### src/rtl/fifo_flag_pkg.sv
// Shared helpers for the FIFO write-side flag block.
// Assumes: one clock; mode inputs are stable outside reset.
package fifo_flag_pkg;

    // Map the internal "no room" condition to the pin level for the mode.
    function automatic logic flag_level(input logic no_room,
                                        input logic fwft,
                                        input logic cascade);
        logic active_low;
        active_low = ~fwft & ~cascade;
        return no_room ^ active_low;
    endfunction

endpackage

### src/rtl/fifo_occ_counter.sv
// Occupancy counter for the FIFO write-side flag.
// Counts accepted writes minus accepted reads. Capacity is DEPTH, or
// DEPTH+1 in fall-through mode where the output staging word counts.
// Assumes fwft_mode is stable outside reset.
module fifo_occ_counter #(
    parameter int DEPTH = 8,
    parameter int CW    = $clog2(DEPTH + 2)
) (
    input  logic          clk,
    input  logic          rst_n,
    input  logic          fwft_mode,
    input  logic          wr_req,
    input  logic          rd_req,
    output logic [CW-1:0] occ,
    output logic          no_room,
    output logic          wr_ok
);

    localparam logic [CW-1:0] CAP_STD  = CW'(DEPTH);
    localparam logic [CW-1:0] CAP_FWFT = CW'(DEPTH + 1);

    logic [CW-1:0] cap;
    logic          rd_ok;

    // Select the capacity and decide which requests are taken this cycle.
    always_comb begin
        cap     = fwft_mode ? CAP_FWFT : CAP_STD;
        no_room = (occ == cap);
        rd_ok   = rd_req && (occ != '0);
        wr_ok   = wr_req && (!no_room || rd_ok);
    end

    // Update occupancy from the accepted events.
    always_ff @(posedge clk) begin
        if (!rst_n)
            occ <= '0;
        else if (wr_ok && !rd_ok)
            occ <= occ + 1'b1;
        else if (rd_ok && !wr_ok)
            occ <= occ - 1'b1;
    end


    no_overflow_chk: assert property (@(posedge clk) disable iff (!rst_n)
        occ <= cap);


    blocked_write_hold_chk: assert property (@(posedge clk) disable iff (!rst_n)
        (no_room && wr_req && !rd_req) |=> (occ == $past(occ)));


    full_rw_hold_chk: assert property (@(posedge clk) disable iff (!rst_n)
        (no_room && wr_req && rd_req) |=> (occ == cap));


    empty_read_chk: assert property (@(posedge clk) disable iff (!rst_n)
        (occ == '0 && rd_req && !wr_req) |=> (occ == '0));

endmodule

### src/rtl/fifo_flag_pipe.sv
// Register pipeline for the flag on the write clock.
// STAGES registers in series; each resets to rst_val.
// Assumes STAGES >= 1.
module fifo_flag_pipe #(
    parameter int STAGES = 2
) (
    input  logic clk,
    input  logic rst_n,
    input  logic rst_val,
    input  logic d,
    output logic q
);

    logic [STAGES-1:0] stg;

    generate
        for (genvar i = 0; i < STAGES; i++) begin : g_stage
            logic src;
            if (i == 0) begin : g_first
                assign src = d;
            end else begin : g_next
                assign src = stg[i-1];
            end
            // Shift the flag one stage per write-clock edge.
            always_ff @(posedge clk) begin
                if (!rst_n)
                    stg[i] <= rst_val;
                else
                    stg[i] <= src;
            end
        end
    endgenerate

    assign q = stg[STAGES-1];

endmodule

### src/rtl/fifo_wr_flag.sv
// Write-side full / input-ready flag generator for a synchronous FIFO.
// Standard mode: active-low full (inverted when cascade_sel is set).
// Fall-through mode: input-ready, high when no room, capacity DEPTH+1.
// Assumes a single clock and mode inputs changed only during reset.
module fifo_wr_flag
    import fifo_flag_pkg::*;
#(
    parameter int DEPTH       = 8,
    parameter int FLAG_STAGES = 2
) (
    input  logic clk,
    input  logic rst_n,
    input  logic fwft_mode,
    input  logic cascade_sel,
    input  logic wr_req,
    input  logic rd_req,
    output logic flag_o,
    output logic wr_accept
);

    localparam int CW = $clog2(DEPTH + 2);

    logic [CW-1:0] occ;
    logic          no_room;
    logic          raw_level;
    logic          empty_level;

    fifo_occ_counter #(.DEPTH(DEPTH), .CW(CW)) u_occ (
        .clk       (clk),
        .rst_n     (rst_n),
        .fwft_mode (fwft_mode),
        .wr_req    (wr_req),
        .rd_req    (rd_req),
        .occ       (occ),
        .no_room   (no_room),
        .wr_ok     (wr_accept)
    );

    // Pin level for the current state and for the empty state.
    always_comb begin
        raw_level   = flag_level(no_room, fwft_mode, cascade_sel);
        empty_level = flag_level(1'b0, fwft_mode, cascade_sel);
    end

    fifo_flag_pipe #(.STAGES(FLAG_STAGES)) u_pipe (
        .clk     (clk),
        .rst_n   (rst_n),
        .rst_val (empty_level),
        .d       (raw_level),
        .q       (flag_o)
    );


    reset_flag_chk: assert property (@(posedge clk) disable iff (!rst_n)
        $past(!rst_n) |-> (flag_o == empty_level));

    generate
        if (FLAG_STAGES == 2) begin : g_lat_chk

            flag_latency_chk: assert property (@(posedge clk) disable iff (!rst_n)
                ($past(rst_n, 1) && $past(rst_n, 2)) |-> (flag_o == $past(raw_level, 2)));
        end
    endgenerate

endmodule

### config.mk
export PLATFORM = sky130hd
export DESIGN_NAME = fifo_wr_flag
export DESIGN_NICKNAME = d
export VERILOG_FILES = /design/src/rtl/fifo_flag_pkg.sv /design/src/rtl/fifo_occ_counter.sv /design/src/rtl/fifo_flag_pipe.sv /design/src/rtl/fifo_wr_flag.sv
export SDC_FILE = /design/constraint.sdc
export NUM_CORES = 1
export LEC_CHECK = 0
export BUFFER_PORTS_ARGS = -buffer_cell sky130_fd_sc_hd__buf_2
export CAP_MARGIN = 40
export CORE_AREA = 2 2 39 41
export CTS_CLUSTER_SIZE = 28
export DETAILED_ROUTE_END_ITERATION = 12
export DIE_AREA = 0 0 41 43
export PLACE_DENSITY = 0.51
export SETUP_SLACK_MARGIN = 0.02
export SYNTH_ARGS = -nofsm -noshare
export SYNTH_HDL_FRONTEND = slang
export SYNTH_SLANG_ARGS = --single-unit
### constraint.sdc
create_clock -name clk -period 5.2 [get_ports clk]
set_input_delay 0.26 -clock clk [delete_from_list [all_inputs] [get_ports clk]]
set_output_delay 0.26 -clock clk [all_outputs]
set_load 0.1 [all_outputs]
==> flow_metrics.env, run 1 <==
export IMPL_irDropWorstVdd_mv=0.154
export IMPL_final_common_cell="buf_2"
export IMPL_maxCapViolations=0
export IMPL_drv_slew=0
export IMPL_finalCriticalPeriod_ps=2350
export IMPL_setup_tns_ps=0
export IMPL_synth_area_top_cells="dfxtp_1 31%, ha_1 9.6%, xnor2_1 9.0%, fa_1 5.1%, mux2i_1 5.1%"
export IMPL_fin_crit_sh_pct=45.2
export IMPL_crit_type="reg -> reg"
export IMPL_insertion_delay_ps=240
export IMPL_fill_cells=148
export IMPL_initial_core_util_pct=28.1
export IMPL_yosysWarnings=0
export IMPL_relSlewSlack_pct=67.8
export IMPL_die_area_um2=1760
export IMPL_gp_congestion=0.713
export IMPL_syn_to_final_growth_pct=16.7
export IMPL_fin_ws_ps=2850
export IMPL_ctsLongestPathBuffers=2
export IMPL_cts_setup_buffers=0
export IMPL_root_buffer="clkbuf_4"
export IMPL_grt_pass1_vias=319
export IMPL_crit_fanout=6
export IMPL_drtAntennaViolNets=0
export IMPL_powerDensity_nw_per_um2=529
export IMPL_place_inst=61
export IMPL_vias=296
export IMPL_rsz0062_at_grt="false"
export IMPL_pre_cts_ws_ps=2850
export IMPL_fmax_ghz=0.425
export IMPL_fin_cells=64
export IMPL_cp_end_kind="flip-flop"
export IMPL_synth_fp_nets=50
export IMPL_nNetsFinal=60
export IMPL_ys_seq_area_share_pct=30.9
export IMPL_rows=14
export IMPL_clkTransAtPathRegs_ps=50
export IMPL_cts_tree="done"
export IMPL_met3_usage_pct=4.71
export IMPL_p_leak_uw=0.000186
export IMPL_die_h_um=43
export IMPL_top_usage_layer="met2"
export IMPL_use_met1_pct=13.3
export IMPL_antenna_found_initial=0
export IMPL_numPortBuffers=7
export IMPL_status="finished, final reports clean"
export IMPL_setup_violations=0
export IMPL_dp_hpwl_um=532
export IMPL_synth_top_cell_area_share_pct=30.9
export IMPL_synth_top_area_cell="dfxtp_1"
export IMPL_cts_hold_buffers=0
export IMPL_grt_pass1_wl_um=1300
export IMPL_cts_sinks=6
export IMPL_grtUsageTotal_pct=11.1
export IMPL_crit_required_ps=5370
export IMPL_use_met2_pct=15.9
export IMPL_htreeDepth=1
export IMPL_pin_count=8
export IMPL_drive_gt1_share_pct=29.2
export IMPL_dr_first_iter_drc_count=2
export IMPL_layout_common_cells="7 x buf_2, 6 x dfxtp_1, 4 x xnor2_1"
export IMPL_synth_cell_type_count=23
export IMPL_vias_per_cell=4.63
export IMPL_min_path_type="in -> reg"
export IMPL_netlist_instances=40
export IMPL_wl_um=689
export IMPL_ys_seq_elements=6
export IMPL_die_x_um=41
export IMPL_fin_skew_ps=3.73
export IMPL_arrival_ps=2520
export IMPL_avgSynthCellArea_um2=9.73
export IMPL_wire_per_inst_um=10.8
export IMPL_grt_max_degree=9
export IMPL_start_kind="flip-flop"
export IMPL_dr_pass1_iters=2
export IMPL_worst_pin_slew_ps=486
export IMPL_core_um2=1380
export IMPL_grt_overflow=0
export IMPL_antennaDiodeCount=0
export IMPL_drc=0
export IMPL_syn_cell_area_um2=389
export IMPL_post_route_util_pct=32.8
export IMPL_ctsResizeCount=0
export IMPL_finalHoldViolCount=0
export IMPL_numCtsBuffers=3
[Yosys cell counts, drive strengths merged]
cell type	instances
a211oi	1
a21oi	1
a31oi	2
a41oi	1
and2	2
buf	1
clkbuf	1
dfxtp	6
fa	1
ha	3
inv	1
mux2	1
mux2i	2
nand2	2
nand2b	1
nand3	2
nor2	3
nor2b	2
o21a	1
o21ai	1
o41ai	1
xnor2	4
[power by group]
part | switching, uW | total (uW) | internal, uW
Clock | 16.2 | 42.3 | 26.1
Sequential | 19.2 | 79.5 | 60.3
Combinational | 63.6 | 119 | 55.0
Total | 99.0 | 240 | 141
[flip-flops by register name, summed over array words and instances, names as in the netlist]
name and flops:
u_occ.occ 4, u_pipe.g_stage.src 1, u_pipe.q 1
[layout make-up]
| class | instances | area, um^2 | share of cell area, % |
|---|---|---|---|
| sequential | 6 | 120 | 26.4 |
| timing repair buffer | 7 | 35.0 | 7.71 |
| multi-input combinational | 31 | 253 | 55.6 |
| clock buffer | 3 | 22.5 | 4.96 |
| tap | 16 | 20.0 | 4.41 |
| inverter | 1 | 3.75 | 0.826 |
[worst max-delay path: stages (launching register included)]
cell and delay (ps):
dfxtp_1 510, xnor2_1 160, nand3_1 90, o21a_1 190, ha_1 200, inv_1 140
ha_1 300, a21oi_2 200, a211oi_2 90, a31oi_1 180, mux2i_1 220
[cells by family (layout without fill, tap and decap cells)]
kind of cell	count (synthesis)	count (layout)	synth area share (%)
AND/OR/NAND/NOR	12	12	16.7
AO/OA/AOI/OAI	8	8	16.4
flip-flops	6	6	30.9
adder cells (fa/ha/maj)	4	4	14.8
XOR/XNOR	4	4	9.00
multiplexers	3	3	8.04
buffers and inverters	3	11	4.18
[metal layers]
layer	vias up	share of wire, %	wire length (um)
met5	-	0	0
met4	0	0	0
met3	0	2.3	16
met2	5	47	327
met1	134	50	344
li1	157	-	-
[path summary, 6_finish.rpt]
kind	start	to	slack (ps)	cells after the start
worst max-delay path	u_occ.occ[0]$_SDFFE_PN0P_	u_occ.occ[3]$_SDFFE_PN0P_	2850	10
worst max register to register	u_occ.occ[0]$_SDFFE_PN0P_	u_occ.occ[3]$_SDFFE_PN0P_	2850	10
worst min-delay path	rst_n	u_occ.occ[2]$_SDFFE_PN0P_	350	2
worst min register to register	u_pipe.g_stage[1].src$_DFF_P_	u_pipe.q$_DFF_P_	450	1
[stage by stage]
stage	hold WS [ps]	instance area, um^2	power [uW]
after floorplan	382	389	185
after global placement	446	432	200
after detailed placement	447	432	202
after CTS	340	454	247
after global routing	352	454	264
final	347	454	240
Power figures use the tool's default switching activity.
==> inputs of run 2 (changes only) <==
- PLACE_DENSITY: 0.51 -> 0.53
- clock period: 5.2 -> 2 ns (I/O delays scaled with it)
==> run 2 against run 1 <==
Effect of this change:
- critical path depth shrank 2
- first-iteration DRC count is the same
- setup slack lost 2800 ps
- non-clock buffer count grew 11
- cell count grew 17%
- largest cell class unchanged
- total power grew to 3.8 times the previous value
- largest power group unchanged
- core utilization grew 13 points
- sequential share of layout area shrank 6.4 points
- routed wire length grew 21%
- register-to-register slack lost 2800 ps
- cell area grew 40%
- fmax grew 20%
==> flow_metrics.env, run 2 (synthesis results as in run 1) <==
export IMPL_syn_to_final_growth_pct=63.7
export IMPL_rows=14
export IMPL_powerDensity_nw_per_um2=1420
export IMPL_cts_hold_buffers=0
export IMPL_p_total_uw=907
export IMPL_gp_congestion=0.710
export IMPL_crit_required_ps=2150
export IMPL_vias_per_cell=4.73
export IMPL_initial_core_util_pct=28.1
export IMPL_crit_end="u_occ.occ[2]$_SDFFE_PN0P_"
export IMPL_r2r_end="u_occ.occ[2]$_SDFFE_PN0P_"
export IMPL_pre_cts_ws_ps=-94.2
export IMPL_timing_rr_start="u_occ.occ[3]$_SDFFE_PN0P_"
export IMPL_root_buffer="clkbuf_4"
export IMPL_grt_pass1_vias=336
export IMPL_dr_pass1_iters=3
export IMPL_wire_per_inst_um=11.2
export IMPL_rrSetupSlack_ps=40
export IMPL_antennaDiodeCount=0
export IMPL_numCtsBuffers=3
export IMPL_setup_tns_ps=0
export IMPL_grt_overflow=0
export IMPL_layout_common_cells="11 x buf_4, 7 x buf_2, 4 x dfxtp_1, 3 x clkbuf_4"
export IMPL_largest_reg_flops=4
export IMPL_crit_type="reg -> reg"
export IMPL_reg2reg_depth=8
export IMPL_pin_count=8
export IMPL_dp_hpwl_um=628
export IMPL_crit_start="u_occ.occ[3]$_SDFFE_PN0P_"
export IMPL_irDropWorstVdd_mv=0.507
export IMPL_fill_cells=133
export IMPL_max_stage_delay_ps=400
export IMPL_die_area_um2=1760
export IMPL_crit_fanout=4
export IMPL_p_leak_uw=0.000263
export IMPL_finalHoldViolCount=0
export IMPL_fmax_ghz=0.509
export IMPL_insertion_delay_ps=250
export IMPL_grtUsageTotal_pct=12.5
export IMPL_clkTransAtPathRegs_ps=50
export IMPL_grt_max_degree=9
export IMPL_critPathSlowestCell="o41ai_4"
export IMPL_wl_um=837
export IMPL_numPortBuffers=7
export IMPL_grt_pass1_wl_um=1370
export IMPL_vias=355
export IMPL_dpl_instance_area_um2=528
export IMPL_ctsLongestPathBuffers=2
export IMPL_status="finished, final reports clean"
export IMPL_fin_area_um2=637
export IMPL_finalCriticalPeriod_ps=1960
export IMPL_core_um2=1380
export IMPL_multi_input_area_um2=343
export IMPL_worst_pin_slew_ps=485
export IMPL_antenna_found_initial=0
export IMPL_maxCapViolations=0
export IMPL_final_common_cell="buf_4"
export IMPL_arrival_ps=2110
export IMPL_htreeDepth=1
export IMPL_relSlewSlack_pct=67.9
export IMPL_die_x_um=41
export IMPL_fin_crit_sh_pct=98.2
export IMPL_regArea_um2=128
export IMPL_post_route_util_pct=46.0
export IMPL_min_path_type="in -> reg"
export IMPL_drtAntennaViolNets=0
export IMPL_cts_tree="done"
export IMPL_path_cells="o41ai_4 > ha_4 > inv_4 > buf_4 > fa_2 > xnor2_2 > o21ai_1 > and2_1"
export IMPL_start_kind="flip-flop"
export IMPL_die_h_um=43
export IMPL_cts_sinks=6
export IMPL_rsz0062_at_grt="true"
export IMPL_fin_skew_ps=4.15
export IMPL_nNetsFinal=71
export IMPL_drive_gt1_share_pct=64.4
export IMPL_setup_violations=0
export IMPL_fin_ws_ps=36.4
export IMPL_dr_first_iter_drc_count=2
export IMPL_cp_end_kind="flip-flop"
export IMPL_drv_slew=0
export IMPL_regMostFlops="u_occ.occ"
export IMPL_drc=0
[run 2: cell types whose count changed in the layout (fill, tap and decap cells not counted), moves of 2 or more]
cell     before  now
dfxtp_4       0    2
ha_1          3    1
ha_4          0    2
buf_4         0   11
dfxtp_1       6    4
xnor2_2       0    2
xnor2_1       4    2
[run 2: per-layer routing]
layer / wire length (um) / track usage, % / vias to the layer above
li1: - / - / 184
met1: 367 / 14.7 / 161
met2: 420 / 17.2 / 7
met3: 25 / 4.71 / 3
met4: 24 / 10.0 / 0
met5: 0 / 0 / -
[run 2: critical path: cells and delay by family (launching register included)]
kind	cells	cell delay, ps
AO/OA/AOI/OAI	2	480
XOR/XNOR	1	160
adder cells (fa/ha/maj)	2	550
buffers and inverters	2	160
flip-flops	1	350
AND/OR/NAND/NOR	1	150
[run 2: cell type report]
class	count	share of cell area (%)
clock buffer	3	3.54
inverter	1	0.982
multi-input combinational	31	53.8
sequential	6	20.0
tap	16	3.14
timing repair buffer	18	18.5
[run 2: where the power goes]
group	total, uW	leakage [uW]	switching [uW]	internal, uW
clock network	116	0.0000138	48.2	68.2
registers	210	0.0000511	45.2	165
logic	580	0.000198	256	323
[run 2: how the worst min path moves through the flow]
stage          start                   endpoint  cells after the start
2_1_floorplan  rst_n  u_occ.occ[0]$_SDFFE_PN0P_                      1
6_report       rst_n  u_occ.occ[0]$_SDFFE_PN0P_                      2
5_1_grt        rst_n  u_occ.occ[3]$_SDFFE_PN0P_                      3
3_3_place_gp   rst_n  u_occ.occ[2]$_SDFFE_PN0P_                      2
4_1_cts        rst_n  u_occ.occ[0]$_SDFFE_PN0P_                      2
3_5_place_dp   rst_n  u_occ.occ[0]$_SDFFE_PN0P_                      2
[run 2: timing repair]
action / in CTS / in global routing
resized for setup: 4 / 6
endpoints found under the setup margin: 1 / 2
pin swaps: 6 / 5
setup buffers: 4 / 1
[run 2: through the flow]
step	hold WS [ps]	std cells
final	160	75
after global routing	179	75
after CTS	167	74
after detailed placement	429	67
after global placement	424	67
after floorplan	222	40
